$ cat config.mk
export PLATFORM = sky130hd
export DESIGN_NAME = rofs_hls_unit
export DESIGN_NICKNAME = d
export VERILOG_FILES = /design/src/rtl/rofs_pkg.sv /design/src/rtl/rofs_decode.sv /design/src/rtl/rofs_agu.sv /design/src/rtl/rofs_extend.sv /design/src/rtl/rofs_hls_unit.sv
export SDC_FILE = /design/constraint.sdc
export NUM_CORES = 1
export LEC_CHECK = 0
export BUFFER_PORTS_ARGS = -buffer_cell sky130_fd_sc_hd__buf_2
export CAP_MARGIN = 20
export CORE_MARGIN = 2
export CORE_UTILIZATION = 49
export CTS_CLUSTER_DIAMETER = 40
export DETAILED_ROUTE_END_ITERATION = 6
export HOLD_SLACK_MARGIN = 0.06
export PLACE_DENSITY = 0.87
export SETUP_SLACK_MARGIN = 0.15
export SLEW_MARGIN = 5
export SYNTH_ARGS = -nofsm -noshare
export SYNTH_HDL_FRONTEND = slang
export SYNTH_HIERARCHICAL = 1
export SYNTH_SLANG_ARGS = --single-unit
$ cat constraint.sdc
create_clock -name clk -period 3.2 [get_ports clk]
set_input_delay 0.48 -clock clk [delete_from_list [all_inputs] [get_ports clk]]
set_output_delay 0.48 -clock clk [all_outputs]
set_load 0.01 [all_outputs]
$ cat src/rtl/rofs_pkg.sv
package rofs_pkg;

  typedef enum logic [1:0] {
    OP_ST_HALF  = 2'b00,
    OP_LD_SBYTE = 2'b01,
    OP_LD_UHALF = 2'b10,
    OP_LD_SHALF = 2'b11
  } rofs_op_e;

  typedef enum logic [1:0] {
    SZ_BYTE = 2'd0,
    SZ_HALF = 2'd1
  } rofs_size_e;

  typedef enum logic [1:0] {
    ST_IDLE  = 2'd0,
    ST_FETCH = 2'd1,
    ST_ISSUE = 2'd2
  } rofs_state_e;

  localparam logic [3:0] GROUP_TAG = 4'b0101;

endpackage

$ cat src/rtl/rofs_decode.sv
module rofs_decode
  import rofs_pkg::*;
#(
  parameter int INSTR_W = 16,
  parameter int SEL_W   = 3,
  parameter int COST_W  = 2
) (
  input  logic [INSTR_W-1:0] instr,
  output logic               handled,
  output rofs_op_e           op,
  output logic               is_load,
  output logic [1:0]         size,
  output logic [SEL_W-1:0]   sel_data,
  output logic [SEL_W-1:0]   sel_base,
  output logic [SEL_W-1:0]   sel_off,
  output logic [COST_W-1:0]  cost_n,
  output logic [COST_W-1:0]  cost_s,
  output logic [COST_W-1:0]  cost_i
);
  localparam int OP_LO  = 3 * SEL_W + 1;
  localparam int SLOT_B = 3 * SEL_W;

  assign sel_data = instr[SEL_W-1:0];
  assign sel_base = instr[2*SEL_W-1:SEL_W];
  assign sel_off  = instr[3*SEL_W-1:2*SEL_W];
  assign op       = rofs_op_e'(instr[OP_LO+1:OP_LO]);
  assign handled  = (instr[INSTR_W-1:INSTR_W-4] == GROUP_TAG) && instr[SLOT_B];
  assign is_load  = (op != OP_ST_HALF);

  always_comb begin
    unique case (op)
      OP_ST_HALF: begin
        size   = SZ_HALF;
        cost_n = COST_W'(2);
        cost_s = '0;
        cost_i = '0;
      end
      OP_LD_SBYTE: begin
        size   = SZ_BYTE;
        cost_n = COST_W'(1);
        cost_s = COST_W'(1);
        cost_i = COST_W'(1);
      end
      default: begin
        size   = SZ_HALF;
        cost_n = COST_W'(1);
        cost_s = COST_W'(1);
        cost_i = COST_W'(1);
      end
    endcase
  end
endmodule

$ cat src/rtl/rofs_agu.sv
module rofs_agu #(
  parameter int DATA_W = 32
) (
  input  logic [DATA_W-1:0] base_val,
  input  logic [DATA_W-1:0] off_val,
  output logic [DATA_W-1:0] addr
);
  assign addr = base_val + off_val;
endmodule

$ cat src/rtl/rofs_extend.sv
module rofs_extend
  import rofs_pkg::*;
#(
  parameter int DATA_W = 32
) (
  input  rofs_op_e          op,
  input  logic [DATA_W-1:0] raw,
  output logic [DATA_W-1:0] ext
);
  localparam int BYTE_W = 8;
  localparam int HALF_W = 16;

  always_comb begin
    unique case (op)
      OP_LD_SBYTE: ext = {{(DATA_W-BYTE_W){raw[BYTE_W-1]}}, raw[BYTE_W-1:0]};
      OP_LD_SHALF: ext = {{(DATA_W-HALF_W){raw[HALF_W-1]}}, raw[HALF_W-1:0]};
      OP_LD_UHALF: ext = {{(DATA_W-HALF_W){1'b0}}, raw[HALF_W-1:0]};
      default:     ext = '0;
    endcase
  end
endmodule

$ cat src/rtl/rofs_hls_unit.sv
module rofs_hls_unit
  import rofs_pkg::*;
#(
  parameter int DATA_W  = 32,
  parameter int INSTR_W = 16,
  parameter int SEL_W   = 3,
  parameter int COST_W  = 2
) (
  input  logic               clk,
  input  logic               rst,
  input  logic               start,
  input  logic [INSTR_W-1:0] instr,
  output logic               busy,
  output logic [SEL_W-1:0]   rf_sel_base,
  output logic [SEL_W-1:0]   rf_sel_off,
  output logic [SEL_W-1:0]   rf_sel_data,
  input  logic [DATA_W-1:0]  rf_base_val,
  input  logic [DATA_W-1:0]  rf_off_val,
  input  logic [DATA_W-1:0]  rf_data_val,
  output logic               mem_req,
  output logic               mem_we,
  output logic [1:0]         mem_size,
  output logic [DATA_W-1:0]  mem_addr,
  output logic [DATA_W-1:0]  mem_wdata,
  input  logic               mem_ack,
  input  logic [DATA_W-1:0]  mem_rdata,
  output logic               done,
  output logic               wb_en,
  output logic [SEL_W-1:0]   wb_sel,
  output logic [DATA_W-1:0]  wb_data,
  output logic [COST_W-1:0]  cost_n,
  output logic [COST_W-1:0]  cost_s,
  output logic [COST_W-1:0]  cost_i,
  output logic               unhandled
);
  localparam int HALF_W = 16;

  rofs_state_e        state;
  logic [INSTR_W-1:0] instr_q;

  // Decode of the incoming word, used only for acceptance.
  logic             in_handled;
  rofs_op_e         in_op;
  logic             in_is_load;
  logic [1:0]       in_size;
  logic [SEL_W-1:0] in_sd, in_sb, in_so;
  logic [COST_W-1:0] in_cn, in_cs, in_ci;

  rofs_decode #(.INSTR_W(INSTR_W), .SEL_W(SEL_W), .COST_W(COST_W)) u_dec_in (
    .instr(instr), .handled(in_handled), .op(in_op), .is_load(in_is_load),
    .size(in_size), .sel_data(in_sd), .sel_base(in_sb), .sel_off(in_so),
    .cost_n(in_cn), .cost_s(in_cs), .cost_i(in_ci)
  );

  // Decode of the held word, drives the datapath.
  logic              q_handled;
  rofs_op_e          q_op;
  logic              q_is_load;
  logic [1:0]        q_size;
  logic [SEL_W-1:0]  q_sd, q_sb, q_so;
  logic [COST_W-1:0] q_cn, q_cs, q_ci;

  rofs_decode #(.INSTR_W(INSTR_W), .SEL_W(SEL_W), .COST_W(COST_W)) u_dec_q (
    .instr(instr_q), .handled(q_handled), .op(q_op), .is_load(q_is_load),
    .size(q_size), .sel_data(q_sd), .sel_base(q_sb), .sel_off(q_so),
    .cost_n(q_cn), .cost_s(q_cs), .cost_i(q_ci)
  );

  logic [DATA_W-1:0] agu_addr;
  logic [DATA_W-1:0] ext_val;

  rofs_agu #(.DATA_W(DATA_W)) u_agu (
    .base_val(rf_base_val), .off_val(rf_off_val), .addr(agu_addr)
  );

  rofs_extend #(.DATA_W(DATA_W)) u_ext (
    .op(q_op), .raw(mem_rdata), .ext(ext_val)
  );

  assign rf_sel_base = q_sb;
  assign rf_sel_off  = q_so;
  assign rf_sel_data = q_sd;
  assign busy        = (state != ST_IDLE);

  always_ff @(posedge clk) begin
    if (rst) begin
      state     <= ST_IDLE;
      instr_q   <= '0;
      mem_req   <= 1'b0;
      mem_we    <= 1'b0;
      mem_size  <= 2'd0;
      mem_addr  <= '0;
      mem_wdata <= '0;
      done      <= 1'b0;
      wb_en     <= 1'b0;
      wb_sel    <= '0;
      wb_data   <= '0;
      cost_n    <= '0;
      cost_s    <= '0;
      cost_i    <= '0;
      unhandled <= 1'b0;
    end else begin
      done      <= 1'b0;
      wb_en     <= 1'b0;
      unhandled <= 1'b0;
      unique case (state)
        ST_IDLE: begin
          if (start) begin
            if (in_handled) begin
              instr_q <= instr;
              state   <= ST_FETCH;
            end else begin
              unhandled <= 1'b1;
            end
          end
        end
        ST_FETCH: begin
          mem_req   <= 1'b1;
          mem_addr  <= agu_addr;
          mem_we    <= ~q_is_load;
          mem_size  <= q_size;
          mem_wdata <= q_is_load ? '0
                       : {{(DATA_W-HALF_W){1'b0}}, rf_data_val[HALF_W-1:0]};
          state     <= ST_ISSUE;
        end
        ST_ISSUE: begin
          if (mem_ack) begin
            mem_req <= 1'b0;
            mem_we  <= 1'b0;
            done    <= 1'b1;
            wb_en   <= q_is_load;
            wb_sel  <= q_sd;
            wb_data <= ext_val;
            cost_n  <= q_cn;
            cost_s  <= q_cs;
            cost_i  <= q_ci;
            state   <= ST_IDLE;
          end
        end
        default: state <= ST_IDLE;
      endcase
    end
  end


  req_hold_chk: assert property (@(posedge clk) disable iff (rst)
    (mem_req && !mem_ack) |=> (mem_req && $stable(mem_addr)));


  req_drop_chk: assert property (@(posedge clk) disable iff (rst)
    done |-> !mem_req);


  done_after_ack_chk: assert property (@(posedge clk) disable iff (rst)
    done |-> $past(mem_req && mem_ack));


  wb_only_done_chk: assert property (@(posedge clk) disable iff (rst)
    wb_en |-> done);


  unhandled_quiet_chk: assert property (@(posedge clk) disable iff (rst)
    unhandled |-> (!mem_req && !done && !busy));


  store_half_chk: assert property (@(posedge clk) disable iff (rst)
    (mem_req && mem_we) |-> (mem_size == 2'd1));

endmodule

==> impl_metrics.yaml <==
status:
  outcome: "completed"
min_path:
  hold_class: "input pin to flip-flop"
clock_tree:
  clk_pin_slew_worst_paths_ps: 70
  cts_tree: "yes"
  cts_resized: 0
  numCtsBuffers: 9
  hold_buffers: 0
  clkSinkCount: 109
  cts_max_path_buffers: 2
  htreeDepth: 3
  clk_latency_ps: 340
  post_cts_buffers: 0
  root_buffer: "clkbuf_16"
layout:
  mostFrequentLayoutCells: "nand2_1 (221), buf_2 (220), a21oi_1 (128), dfxtp_1 (109), ha_1 (31)"
  drive_gt1_frac: 0.284
  area_delta_synth_final_pct: 17.9
  fin_area_um2: 7320
  fin_nets: 1135
  final_common_cell: "nand2_1"
  antennaDiodeCount: 0
  fin_util: 0.585
  num-fill-cells: 1155
placed_design:
  dp_hpwl_mm: 11.2
  gp_congestion: 0.868
  placed_area_um2: 7020
  io_buffer_count: 221
drt:
  wl_met2_mm: 7.59
  wirelength_mm: 15.4
  drc: 0
  routedWlPerCell_um: 13.6
  top_layer: "met4"
  first_pass_iters: 5
  postRouteAntennaNets: 0
  drt_iter0_markers: 363
  avgViaCountPerCell: 5.17
  vias: 5854
  dr_wl_met3_um: 887
  met1_length_mm: 6.54
sta:
  tns_ps: 0
  hold_viol: 0
  slew_violations: 0
  rsz0062_at_grt: "no"
  slew_headroom: 0.358
  setup_viol_count_final: 0
  skew_ps: 9.02
  period_needed_ps: 2630
  fmax_ghz: 0.381
  worst_pin_slew_ps: 958
  finalCritPeriodShare: 0.820
worst_setup_path:
  crit_path_end_kind: "flip-flop"
  crit_type: "input pin to flip-flop"
  critPathRequiredTime_ps: 3390
  arrival_ps: 2820
  cp-start-kind: "input pin"
  reg2reg_slack_ps: 1280
  critical_path.max_fanout: 4
floorplan:
  die_y_um: 117
  die_area_um2: 13600
  core_area_um2: 12500
  die_w_um: 117
  ioPinCount: 270
  start_util: 0.496
  num_rows: 41
logic_synthesis:
  synthCells: 797
  syn_area_um2: 6210
  synth_area_per_cell_um2: 7.79
  ys_warn_count: 6
power_and_ir_drop:
  ir_drop_mv: 0.208
  power_density_nw_per_um2: 408
  power.total_w: 0.00299
  leakage_nw: 3.32
global_routing:
  antenna_found_initial: 0
  grt_max_degree: 70
  grt_overflow: 0
  grtUsageTotal: 0.217
  grt_pass1_wl_mm: 23.7
  grt_pass1_vias: 5156
run:
  cap_violations: 0
per-stage QoR:
stage / hold WS [ps] / std cells / setup slack [ps]
2_1_floorplan: 437 / 814 / 646
3_3_place_gp: 435 / 1116 / 277
3_5_place_dp: 441 / 1116 / 247
4_1_cts: 360 / 1132 / 616
5_1_grt: 372 / 1132 / 391
6_report: 376 / 1132 / 574
state kept, by name, indices dropped and copies added (netlist names):
register and flops:
mem_addr 32, wb_data 32, mem_wdata 16, instr_q 11
wb_sel 3, cost_i 2, cost_n 2, cost_s 2
mem_size 2, state 2, done 1, mem_req 1
mem_we 1, unhandled 1, wb_en 1
where the power goes:
part / leakage, nW / switching (W) / internal (W) / total, W
Clock: 0.140 / 0.000490 / 0.000626 / 0.00112
Combinational: 2.30 / 0.000283 / 0.000226 / 0.000509
Sequential: 0.878 / 0.00000316 / 0.00136 / 0.00136
area by class of cell:
type | instances | area [µm²] | share of cell area
Tap cell | 172 | 215 | 0.0294
Inverter | 7 | 26.3 | 0.00359
Timing Repair Buffer | 229 | 1170 | 0.160
Sequential cell | 109 | 2180 | 0.298
Clock buffer | 10 | 239 | 0.0326
Clock inverter | 6 | 62.6 | 0.00855
Multi-Input combinational cell | 599 | 3430 | 0.468
worst max-delay path: stages:
cell      delay [ps]
buf_2            100
ha_1             230
fa_1             420
a21o_1           240
a31o_2           290
nand3_1           90
o221ai_1         230
a311oi_1         360
o21bai_1         110
xor2_1           140
nand2_1           60
a21oi_1           60
path summary, 6_finish.rpt:
check            startpoint           end  cells after the start
min                instr[3]    instr_q[3]                      3
max          rf_base_val[0]  mem_addr[26]                     12
max reg2reg        state[1]  mem_wdata[7]                      4
min reg2reg    mem_wdata[2]  mem_wdata[2]                      2
metal layers:
metal | GRT usage | up-vias
met3 | 0.0285 | 25
met4 | 0.0824 | 0
li1 | - | 2951
met2 | 0.395 | 215
met1 | 0.261 | 2663
met5 | 0 | -
(Power assumes the default switching activity.)
